### config.mk
export PLATFORM = sky130hd
export DESIGN_NAME = spi_reg_slave
export DESIGN_NICKNAME = d
export VERILOG_FILES = /design/src/rtl/spi_regs_pkg.sv /design/src/rtl/spi_frame_engine.sv /design/src/rtl/spi_reg_bank.sv /design/src/rtl/spi_reg_slave.sv
export SDC_FILE = /design/constraint.sdc
export NUM_CORES = 1
export LEC_CHECK = 0
export BUFFER_PORTS_ARGS = -buffer_cell sky130_fd_sc_hd__buf_4
export CAP_MARGIN = 20
export CORE_MARGIN = 4
export CORE_UTILIZATION = 39
export DETAILED_ROUTE_END_ITERATION = 8
export GPL_ROUTABILITY_DRIVEN = 0
export PLACE_DENSITY = 0.62
export SYNTH_ARGS = -nofsm -noshare
export SYNTH_HDL_FRONTEND = slang
export SYNTH_HIERARCHICAL = 1
export SYNTH_SLANG_ARGS = --single-unit
### constraint.sdc
create_clock -name clk -period 5.6 [get_ports clk]
set_clock_uncertainty 0.15 [all_clocks]
set_input_delay 1.68 -clock clk [delete_from_list [all_inputs] [get_ports clk]]
set_output_delay 1.68 -clock clk [all_outputs]
set_load 0.01 [all_outputs]
### src/rtl/spi_regs_pkg.sv
`timescale 1ns/1ps
// Shared constants, types and the address decoder for the SPI register slave.
// Assumes the four register groups are packed from address 0 upwards.
package spi_regs_pkg;

    localparam int ADDR_W = 6;
    localparam int DATA_W = 24;

    typedef enum logic [2:0] {
        ACC_RW,
        ACC_RO,
        ACC_W1C,
        ACC_COR,
        ACC_NONE
    } acc_e;

    typedef struct packed {
        acc_e              kind;
        logic [ADDR_W-1:0] idx;
    } slot_t;

    // Map a frame address to its register kind and index inside that group.
    function automatic slot_t decode_slot(input logic [ADDR_W-1:0] a,
                                          input int nrw, input int nro,
                                          input int nw1c, input int ncor);
        slot_t s;
        int    ai;
        ai     = int'(a);
        s.kind = ACC_NONE;
        s.idx  = '0;
        if (ai < nrw) begin
            s.kind = ACC_RW;
            s.idx  = ADDR_W'(ai);
        end else if (ai < nrw + nro) begin
            s.kind = ACC_RO;
            s.idx  = ADDR_W'(ai - nrw);
        end else if (ai < nrw + nro + nw1c) begin
            s.kind = ACC_W1C;
            s.idx  = ADDR_W'(ai - nrw - nro);
        end else if (ai < nrw + nro + nw1c + ncor) begin
            s.kind = ACC_COR;
            s.idx  = ADDR_W'(ai - nrw - nro - nw1c);
        end
        return s;
    endfunction

endpackage

### src/rtl/spi_frame_engine.sv
`timescale 1ns/1ps
// Serial frame engine: recovers the SPI clock edges on the system clock,
// collects direction, address and data, and shifts the read value out on MISO.
// It issues one commit strobe after the 32nd falling edge.
// Assumes the system clock is at least 8x faster than the serial clock, and
// that the serial clock is low when chip select rises.
module spi_frame_engine
    import spi_regs_pkg::*;
(
    input  logic              clk,
    input  logic              rst_n,
    input  logic              spi_cs,
    input  logic              spi_sck,
    input  logic              spi_mosi,
    input  logic [DATA_W-1:0] rd_data,
    output logic [ADDR_W-1:0] addr,
    output logic              wr_stb,
    output logic              cor_stb,
    output logic [DATA_W-1:0] wr_data,
    output logic [DATA_W-1:0] cor_mask,
    output logic              miso_q,
    output logic              miso_oe
);
    localparam int FRAME_BITS = ADDR_W + DATA_W + 2;
    localparam int CNT_W      = $clog2(FRAME_BITS + 1);
    localparam logic [CNT_W-1:0] CNT_ADDR_LAST = CNT_W'(ADDR_W);
    localparam logic [CNT_W-1:0] CNT_DEAD      = CNT_W'(ADDR_W + 1);
    localparam logic [CNT_W-1:0] CNT_DFIRST    = CNT_W'(ADDR_W + 2);
    localparam logic [CNT_W-1:0] CNT_FULL      = CNT_W'(FRAME_BITS);

    logic [1:0]        cs_s;
    logic [1:0]        mosi_s;
    logic [2:0]        sck_s;
    logic [CNT_W-1:0]  cnt;
    logic              done;
    logic              dir_q;
    logic [DATA_W-1:0] rx_q;
    logic [DATA_W-1:0] tx_q;
    logic [DATA_W-1:0] snap_q;
    logic              cs_on;
    logic              sck_rise;
    logic              sck_fall;

    // Two-stage synchronizers for the serial pins, plus one delay stage for clock edge detection.
    always_ff @(posedge clk) begin
        if (!rst_n) begin
            cs_s   <= '0;
            mosi_s <= '0;
            sck_s  <= '0;
        end else begin
            cs_s   <= {cs_s[0], spi_cs};
            mosi_s <= {mosi_s[0], spi_mosi};
            sck_s  <= {sck_s[1:0], spi_sck};
        end
    end

    assign cs_on    = cs_s[1];
    assign sck_rise = sck_s[1] & ~sck_s[2];
    assign sck_fall = ~sck_s[1] & sck_s[2];

    // Frame sequencing: bit count, receive shift, address latch, transmit shift and commit.
    always_ff @(posedge clk) begin
        if (!rst_n) begin
            cnt     <= '0;
            done    <= 1'b0;
            dir_q   <= 1'b0;
            addr    <= '0;
            rx_q    <= '0;
            tx_q    <= '0;
            snap_q  <= '0;
            miso_q  <= 1'b0;
            wr_stb  <= 1'b0;
            cor_stb <= 1'b0;
        end else begin
            wr_stb  <= 1'b0;
            cor_stb <= 1'b0;
            if (!cs_on) begin
                cnt    <= '0;
                done   <= 1'b0;
                dir_q  <= 1'b0;
                addr   <= '0;
                rx_q   <= '0;
                tx_q   <= '0;
                snap_q <= '0;
                miso_q <= 1'b0;
            end else begin
                if (sck_rise && cnt != CNT_FULL) begin
                    cnt  <= cnt + 1'b1;
                    rx_q <= {rx_q[DATA_W-2:0], mosi_s[1]};
                    if (cnt == CNT_ADDR_LAST) begin
                        addr  <= {rx_q[ADDR_W-2:0], mosi_s[1]};
                        dir_q <= rx_q[ADDR_W-1];
                    end
                    if (cnt == CNT_DEAD) begin
                        tx_q   <= rd_data;
                        snap_q <= rd_data;
                    end
                end
                if (sck_fall) begin
                    if (cnt >= CNT_DFIRST && cnt < CNT_FULL) begin
                        miso_q <= tx_q[DATA_W-1];
                        tx_q   <= {tx_q[DATA_W-2:0], 1'b0};
                    end else begin
                        miso_q <= 1'b0;
                    end
                    if (cnt == CNT_FULL && !done) begin
                        done    <= 1'b1;
                        wr_stb  <= dir_q;
                        cor_stb <= ~dir_q;
                    end
                end
            end
        end
    end

    assign wr_data  = rx_q;
    assign cor_mask = snap_q;
    assign miso_oe  = cs_on;

endmodule

### src/rtl/spi_reg_bank.sv
`timescale 1ns/1ps
// Register bank: read/write, read-only, write-one-to-clear and clear-on-read
// groups, with a combinational read port. Unused bits are forced to zero.
// Assumes each group has at least one register and all groups fit in 64 addresses.
module spi_reg_bank
    import spi_regs_pkg::*;
#(
    parameter int                NRW       = 8,
    parameter int                NRO       = 2,
    parameter int                NW1C      = 2,
    parameter int                NCOR      = 2,
    parameter logic [DATA_W-1:0] USED_MASK = 24'hFFF0FF
) (
    input  logic                   clk,
    input  logic                   rst_n,
    input  logic [ADDR_W-1:0]      addr,
    input  logic                   wr_stb,
    input  logic [DATA_W-1:0]      wr_data,
    input  logic                   cor_stb,
    input  logic [DATA_W-1:0]      cor_mask,
    input  logic [NRO*DATA_W-1:0]  ro_status,
    input  logic [NW1C*DATA_W-1:0] evt_w1c,
    input  logic [NCOR*DATA_W-1:0] evt_cor,
    output logic [DATA_W-1:0]      rd_data,
    output logic [NRW*DATA_W-1:0]  rw_out
);
    logic [DATA_W-1:0] rw_q  [NRW];
    logic [DATA_W-1:0] w1c_q [NW1C];
    logic [DATA_W-1:0] cor_q [NCOR];
    slot_t             slot;

    assign slot = decode_slot(addr, NRW, NRO, NW1C, NCOR);

    // Register updates: host writes, flag clears and event sets (set wins over clear).
    always_ff @(posedge clk) begin
        if (!rst_n) begin
            for (int i = 0; i < NRW; i++)  rw_q[i]  <= '0;
            for (int i = 0; i < NW1C; i++) w1c_q[i] <= '0;
            for (int i = 0; i < NCOR; i++) cor_q[i] <= '0;
        end else begin
            for (int i = 0; i < NRW; i++) begin
                if (wr_stb && slot.kind == ACC_RW && slot.idx == ADDR_W'(i))
                    rw_q[i] <= wr_data & USED_MASK;
            end
            for (int i = 0; i < NW1C; i++) begin
                w1c_q[i] <= ((w1c_q[i] &
                             ~((wr_stb && slot.kind == ACC_W1C && slot.idx == ADDR_W'(i)) ? wr_data : '0))
                             | evt_w1c[i*DATA_W +: DATA_W]) & USED_MASK;
            end
            for (int i = 0; i < NCOR; i++) begin
                cor_q[i] <= ((cor_q[i] &
                             ~((cor_stb && slot.kind == ACC_COR && slot.idx == ADDR_W'(i)) ? cor_mask : '0))
                             | evt_cor[i*DATA_W +: DATA_W]) & USED_MASK;
            end
        end
    end

    // Read multiplexer for the addressed register, masked to the used bits.
    always_comb begin
        rd_data = '0;
        case (slot.kind)
            ACC_RW:  for (int i = 0; i < NRW; i++)
                         if (slot.idx == ADDR_W'(i)) rd_data = rw_q[i];
            ACC_RO:  for (int i = 0; i < NRO; i++)
                         if (slot.idx == ADDR_W'(i)) rd_data = ro_status[i*DATA_W +: DATA_W];
            ACC_W1C: for (int i = 0; i < NW1C; i++)
                         if (slot.idx == ADDR_W'(i)) rd_data = w1c_q[i];
            ACC_COR: for (int i = 0; i < NCOR; i++)
                         if (slot.idx == ADDR_W'(i)) rd_data = cor_q[i];
            default: rd_data = '0;
        endcase
        rd_data = rd_data & USED_MASK;
    end

    // Parallel view of the read/write registers for the rest of the chip.
    for (genvar g = 0; g < NRW; g++) begin : g_rw_out
        assign rw_out[g*DATA_W +: DATA_W] = rw_q[g];
    end

endmodule

### src/rtl/spi_reg_slave.sv
`timescale 1ns/1ps
// Top of the SPI register slave: joins the frame engine to the register bank.
// MISO is driven with an output enable; the pad performs the tri-state.
// Assumes an active-high chip select and 32-bit frames.
module spi_reg_slave
    import spi_regs_pkg::*;
#(
    parameter int                NRW       = 8,
    parameter int                NRO       = 2,
    parameter int                NW1C      = 2,
    parameter int                NCOR      = 2,
    parameter logic [DATA_W-1:0] USED_MASK = 24'hFFF0FF
) (
    input  logic                   clk,
    input  logic                   rst_n,
    input  logic                   spi_cs,
    input  logic                   spi_sck,
    input  logic                   spi_mosi,
    output logic                   spi_miso,
    output logic                   spi_miso_oe,
    input  logic [NRO*DATA_W-1:0]  ro_status,
    input  logic [NW1C*DATA_W-1:0] evt_w1c,
    input  logic [NCOR*DATA_W-1:0] evt_cor,
    output logic [NRW*DATA_W-1:0]  rw_out
);
    logic [ADDR_W-1:0] addr;
    logic              wr_stb;
    logic              cor_stb;
    logic [DATA_W-1:0] wr_data;
    logic [DATA_W-1:0] cor_mask;
    logic [DATA_W-1:0] rd_data;
    logic              miso_q;

    spi_frame_engine u_eng (
        .clk      (clk),
        .rst_n    (rst_n),
        .spi_cs   (spi_cs),
        .spi_sck  (spi_sck),
        .spi_mosi (spi_mosi),
        .rd_data  (rd_data),
        .addr     (addr),
        .wr_stb   (wr_stb),
        .cor_stb  (cor_stb),
        .wr_data  (wr_data),
        .cor_mask (cor_mask),
        .miso_q   (miso_q),
        .miso_oe  (spi_miso_oe)
    );

    spi_reg_bank #(
        .NRW       (NRW),
        .NRO       (NRO),
        .NW1C      (NW1C),
        .NCOR      (NCOR),
        .USED_MASK (USED_MASK)
    ) u_bank (
        .clk       (clk),
        .rst_n     (rst_n),
        .addr      (addr),
        .wr_stb    (wr_stb),
        .wr_data   (wr_data),
        .cor_stb   (cor_stb),
        .cor_mask  (cor_mask),
        .ro_status (ro_status),
        .evt_w1c   (evt_w1c),
        .evt_cor   (evt_cor),
        .rd_data   (rd_data),
        .rw_out    (rw_out)
    );

    // MISO data is gated by the enable so the line is quiet when deselected.
    assign spi_miso = miso_q & spi_miso_oe;

endmodule

======== Word level (Yosys, flattened, before mapping) ========
Memories as Yosys holds them, arrays and structs flattened.
Index checks and enable logic that the tools add are counted.
W data, S select, Z words.
storage, ports and cells
  memories ................................ 3
  flip-flop bits (word level) ............. 92
  bits in writable memories ............... 240
  word-level logic and storage cells ...... 162
  output and inout port bits .............. 194
memory list
  memory        words  width  rd ports  clocked after memory_dff  write ports  RTL line            source
  u_bank.rw_q   8      20     8         0                         8            spi_reg_bank.sv:27  logic [DATA_W-1:0] rw_q [NRW];
  u_bank.cor_q  2      20     2         0                         2            spi_reg_bank.sv:29  logic [DATA_W-1:0] cor_q [NCOR];
  u_bank.w1c_q  2      20     2         0                         2            spi_reg_bank.sv:28  logic [DATA_W-1:0] w1c_q [NW1C];
cells by class
  equal/unequal tests ..................... 14
  bitwise gates (word level) .............. 30
  $lt $le $gt $ge ......................... 6
  mux-type cells .......................... 66
  reduce and logical (&&, ||, !) cells .... 26
  add/sub/neg operators ................... 4
operator list
  kind                   number
  $mux W24               22
  $mux W20               12
  $and A24 B24 Y24       4
  $not A24 Y24           4
  $or A24 B24 Y24        4
  $pmux W24 S4           1
  $eq A6 B3 Y1 const B   6
  $mux W9                4
  $mux W1                27
  $lt A6 B4 Y1 const B   4
  $logic_and A1 B1 Y1    18
  $eq A6 B2 Y1 const B   2
  $or A1 B1 Y1           12
  $sub A6 B3 Y6 const B  2
  $reduce_and A2 Y1      4
  $add A6 B1 Y6 const B  1
  $eq A3 B2 Y1 const B   2
  $eq A6 B1 Y1 const B   1
  $eq A6 B6 Y1 const B   1
  $ge A6 B4 Y1 const B   1
  $logic_not A6 Y1       1
  $lt A6 B6 Y1 const B   1
  $ne A6 B6 Y1 const B   1
  $sub A6 B4 Y6 const B  1
  other kinds (6)        10

======== Depth between registers and ports, before layout ========
  depth in word-level cells ............... 21
  mapped depth ............................ 14

======== By module ========
Netlist, hierarchy kept.
modules (own cells, without submodules)
  module            cells each  area an instance (µm²)  times used
  spi_reg_bank      1157        11722.5                 1
  spi_frame_engine  408         3782.4                  1
  spi_reg_slave     1           6.3                     1

======== Worst setup path after synthesis ========
No wires, ideal clock.
  path kind ............................... input to register
  start point ............................. input port rst_n
  end point ............................... memory u_bank/rw_q[1][60] (netlist name), enable pin
  path slack .............................. 1.781 ns
  stages .................................. 4
  data arrival time ....................... 3.156 ns
  setup time .............................. 0.513 ns
  cells stage by stage .................... clkbuf_1 > clkbuf_1 > clkbuf_1 > o21ai_0
RTL lines
  what             RTL line             source
  start, declared  spi_reg_slave.sv:15  input logic rst_n,
  end, declared    spi_reg_bank.sv:27

======== Final worst setup path ========
  start point ............................. register u_eng.addr[2]
  end point ............................... register u_eng.tx_q[6]
on the way
  cells in the longest elaborated chain, start to end .. 21
  elaborated cells between the ends (all ways) .. 42
  those cells by class .................... add/sub (3); order compare (4); eq/ne (10); mux (23); reduce/logical (2)
RTL lines
  what                    RTL line                                                    source
  start, declared         spi_frame_engine.sv:16                                      output logic [ADDR_W-1:0] addr,
  start signal, assigned  spi_frame_engine.sv:91                                      addr <= {rx_q[ADDR_W-2:0], mosi_s[1]};
  $sub A6 B4 Y6           spi_regs_pkg.sv:36, spi_regs_pkg.sv:39, spi_regs_pkg.sv:42
  $sub A6 B3 Y6           spi_regs_pkg.sv:39, spi_regs_pkg.sv:42
  $sub A6 B3 Y6           spi_regs_pkg.sv:42                                          s.idx = ADDR_W'(ai - nrw - nro - nw1c);
  $mux W9                 spi_regs_pkg.sv:40                                          end else if (ai < nrw + nro + nw1c + ncor) begin
  $mux W9                 spi_regs_pkg.sv:37                                          end else if (ai < nrw + nro + nw1c) begin
  $mux W9                 spi_regs_pkg.sv:34                                          end else if (ai < nrw + nro) begin
  $mux W9 (*)             spi_regs_pkg.sv:31                                          if (ai < nrw) begin
  $logic_not A6 Y1        --
  $mux W24 (8 in series)  spi_reg_bank.sv:63                                          if (slot.idx == ADDR_W'(i)) rd_data = rw_q[i];
  $pmux W24 S4 (*)        spi_reg_bank.sv:61                                          case (slot.kind)
  via rd_data[6]          spi_reg_slave.sv:31                                         logic [DATA_W-1:0] rd_data;
  $mux W24 (*)            spi_frame_engine.sv:94                                      if (cnt == CNT_DEAD) begin
  $mux W24 (*)            spi_frame_engine.sv:87                                      if (sck_rise && cnt != CNT_FULL) begin
  $mux W24                spi_frame_engine.sv:100                                     if (cnt >= CNT_DFIRST && cnt < CNT_FULL) begin
  $mux W24 (*)            spi_frame_engine.sv:99                                      if (sck_fall) begin
  end signal, assigned    spi_frame_engine.sv:95                                      tx_q <= rd_data;
  end signal, assigned    spi_frame_engine.sv:102                                     tx_q <= {tx_q[DATA_W-2:0], 1'b0};
  end, declared           spi_frame_engine.sv:38                                      logic [DATA_W-1:0] tx_q;
Mark *: on every way through the listed nets, which the timed path passes. The rest lies on a longest branch.
A chain may end at the register's enable or synchronous reset.

==> out/metrics.yaml <==
ant_nets: 0
ir_worst_vdd_mv: 0.199
finalWorstSetupSlack_ns: 0.773
clock_latency_ns: 0.53
postSynthAreaPerCell_um2: 9.90
worst_slew_pin_slew_ns: 1.13
num_vias: 13500
static-leakage-power_uw: 0.00704
hold_violations: 0
mostFrequentLayoutCells: "316 x buf_4, 193 x nor2_1, 170 x dfxtp_1"
cts_tree: "done"
criticalPathCategory: "flip-flop to flip-flop"
die_h_um: 207
via_per_inst: 5.76
rsz0062_at_grt: "false"
antenna_found_initial: 2
drtPass1Iterations: 9
num-fill-cells: 3630
dieArea_um2: 42700
cts_made_buffers: 35
maxSlewViolCount: 0
setup_viol: 0
initialDrtViolationCount: 1286
swShare: 0.229
finalSetupTns_ns: 0
p_seq_frac: 0.506
ys_warn_count: 6
grt_max_degree: 61
layout_min_cycle_time_ns: 4.83
r2r_start: "u_eng/addr[2]$_SDFFE_PN0P_"
cts-hold-fix-buffers: 0
holdCritStartpoint: "u_eng/dir_q$_SDFFE_PN0P_"
post-place-ws_ns: 0.977
dpl.hpwl_um: 41000
critPathArrivalTime_ns: 5.10
floorplan.die.width_um: 207
netlist_area_um2: 15400
cts.sink_count: 332
drive_gt1_frac: 0.223
core_area_um2: 38800
critPathMaxStageDelay_ns: 0.65
power_per_cell_area_nw_per_um2: 283
cts.repair.resized: 0
hp-class: "flip-flop to flip-flop"
drc: 0
critPathSlowestCell: "dfxtp_1"
rr_worst_depth: 11
path_clk_slew_ns: 0.06
final_common_cell: "buf_4"
hold_depth: 1
rows: 72
status: "complete, no violations"
grtUsageTotal: 0.253
htreeDepth: 2
wl_per_cell_um: 24.2
fmaxAchievable_ghz: 0.207
port_buffers: 286
cts_setup_buffers: 0
ios: 343
start_util: 0.396
slew_headroom: 0.246
hold_ws_ns: 0.275
fin_crit_sh: 0.862
cp.required_ns: 5.87
rrSetupSlack_ns: 0.77
cts_root_buf: "clkbuf_16"
syn_to_final_growth_pct: 23.1
final_nets: 1955
end_kind: "flip-flop"
wl_um: 56700
combPwrFrac: 0.071
internal-power_uw: 4140
crit_chain: "clkinv_1 > ha_1 > mux2i_1 > o221a_2 > or3_1 > a31o_2 > nor2_1 > a21oi_1 > o41ai_1 > nand3_1 > a311oi_1"
grt_pass1_vias: 13300
overflow: 0
synthCells: 1554
path_max_fanout: 16
critPathLaunchType: "flip-flop"
min_to: "u_eng/cor_stb$_SDFF_PN0_"
cap_violations: 0
reg2reg_to: "u_eng/tx_q[6]$_SDFF_PN0_"
p_clk_frac: 0.424
grt_first_pass_wirelength_um: 81700
p_sw_uw: 1230
cts_max_path_buffers: 3
-- critical path, delay by kind of cell (launching register included) --
kind / cells / cell delay, ns
AND/OR/NAND/NOR: 3 / 1.21
AO/OA/AOI/OAI: 5 / 1.76
multiplexers: 1 / 0.16
flip-flops: 1 / 0.65
buffers and inverters: 1 / 0.40
adder cells (fa/ha/maj): 1 / 0.40
-- flip-flops by register name (all words and copies together) (netlist names), 6 cells and up --
name            count
u_bank/rw_q       160
u_eng/cor_mask     20
u_eng/cnt           6
u_bank/w1c_q       40
u_eng/wr_data      24
u_eng/tx_q         24
u_eng/addr          6
u_bank/cor_q       40
-- worst max-delay path by stage --
stage | start | end | slack [ns] | depth (start not counted)
2_1_floorplan | rst_n | u_bank/rw_q[1][60]$_DFFE_PP_ | 1.78 | 4
3_3_place_gp | u_eng/addr[2]$_SDFFE_PN0P_ | u_eng/tx_q[6]$_SDFF_PN0_ | 1.07 | 11
3_5_place_dp | u_eng/addr[2]$_SDFFE_PN0P_ | u_eng/tx_q[6]$_SDFF_PN0_ | 0.98 | 11
4_1_cts | u_eng/addr[2]$_SDFFE_PN0P_ | u_eng/tx_q[6]$_SDFF_PN0_ | 0.93 | 11
5_1_grt | u_eng/addr[2]$_SDFFE_PN0P_ | u_eng/tx_q[6]$_SDFF_PN0_ | 0.51 | 11
6_report | u_eng/addr[2]$_SDFFE_PN0P_ | u_eng/tx_q[6]$_SDFF_PN0_ | 0.77 | 11
-- stage by stage --
| step | total power, µW | cells | util | area [µm²] |
|---|---|---|---|---|
| 2_1_floorplan | 2920 | 1589 | - | 15500 |
| 3_3_place_gp | 3140 | 2279 | 0.459 | 17800 |
| 3_5_place_dp | 3140 | 2279 | 0.459 | 17800 |
| 4_1_cts | 5400 | 2340 | 0.487 | 18900 |
| 5_1_grt | 5520 | 2341 | 0.488 | 18900 |
| 6_report | 5370 | 2342 | 0.488 | 18900 |
-- metal layers --
layer | wire length, µm | GRT usage | vias up | share of wire
li1 | - | - | 6083 | -
met1 | 20800 | 0.305 | 6586 | 0.37
met2 | 28500 | 0.443 | 684 | 0.50
met3 | 5010 | 0.0506 | 125 | 0.088
met4 | 2430 | 0.103 | 2 | 0.043
met5 | 20 | 0 | - | 0.00035
-- power by group through the flow --
stage	logic [µW]	registers (µW)	clock network, µW
2_1_floorplan	149	2770	0
3_3_place_gp	375	2760	0
3_5_place_dp	379	2760	0
4_1_cts	380	2710	2310
5_1_grt	407	2720	2400
6_report	378	2710	2270
-- final cells by class --
type / instances / area (µm²) / share of cell area
clock inverters: 16 / 138 / 0.00727
clock buffers: 45 / 965 / 0.0509
repair buffers: 317 / 2380 / 0.126
multi-input cells: 1031 / 6250 / 0.330
diodes: 1 / 2.50 / 0.000132
inverters: 82 / 308 / 0.0162
flip-flops and latches: 332 / 8250 / 0.436
well taps: 518 / 648 / 0.0342
(Power assumes the default switching activity.)
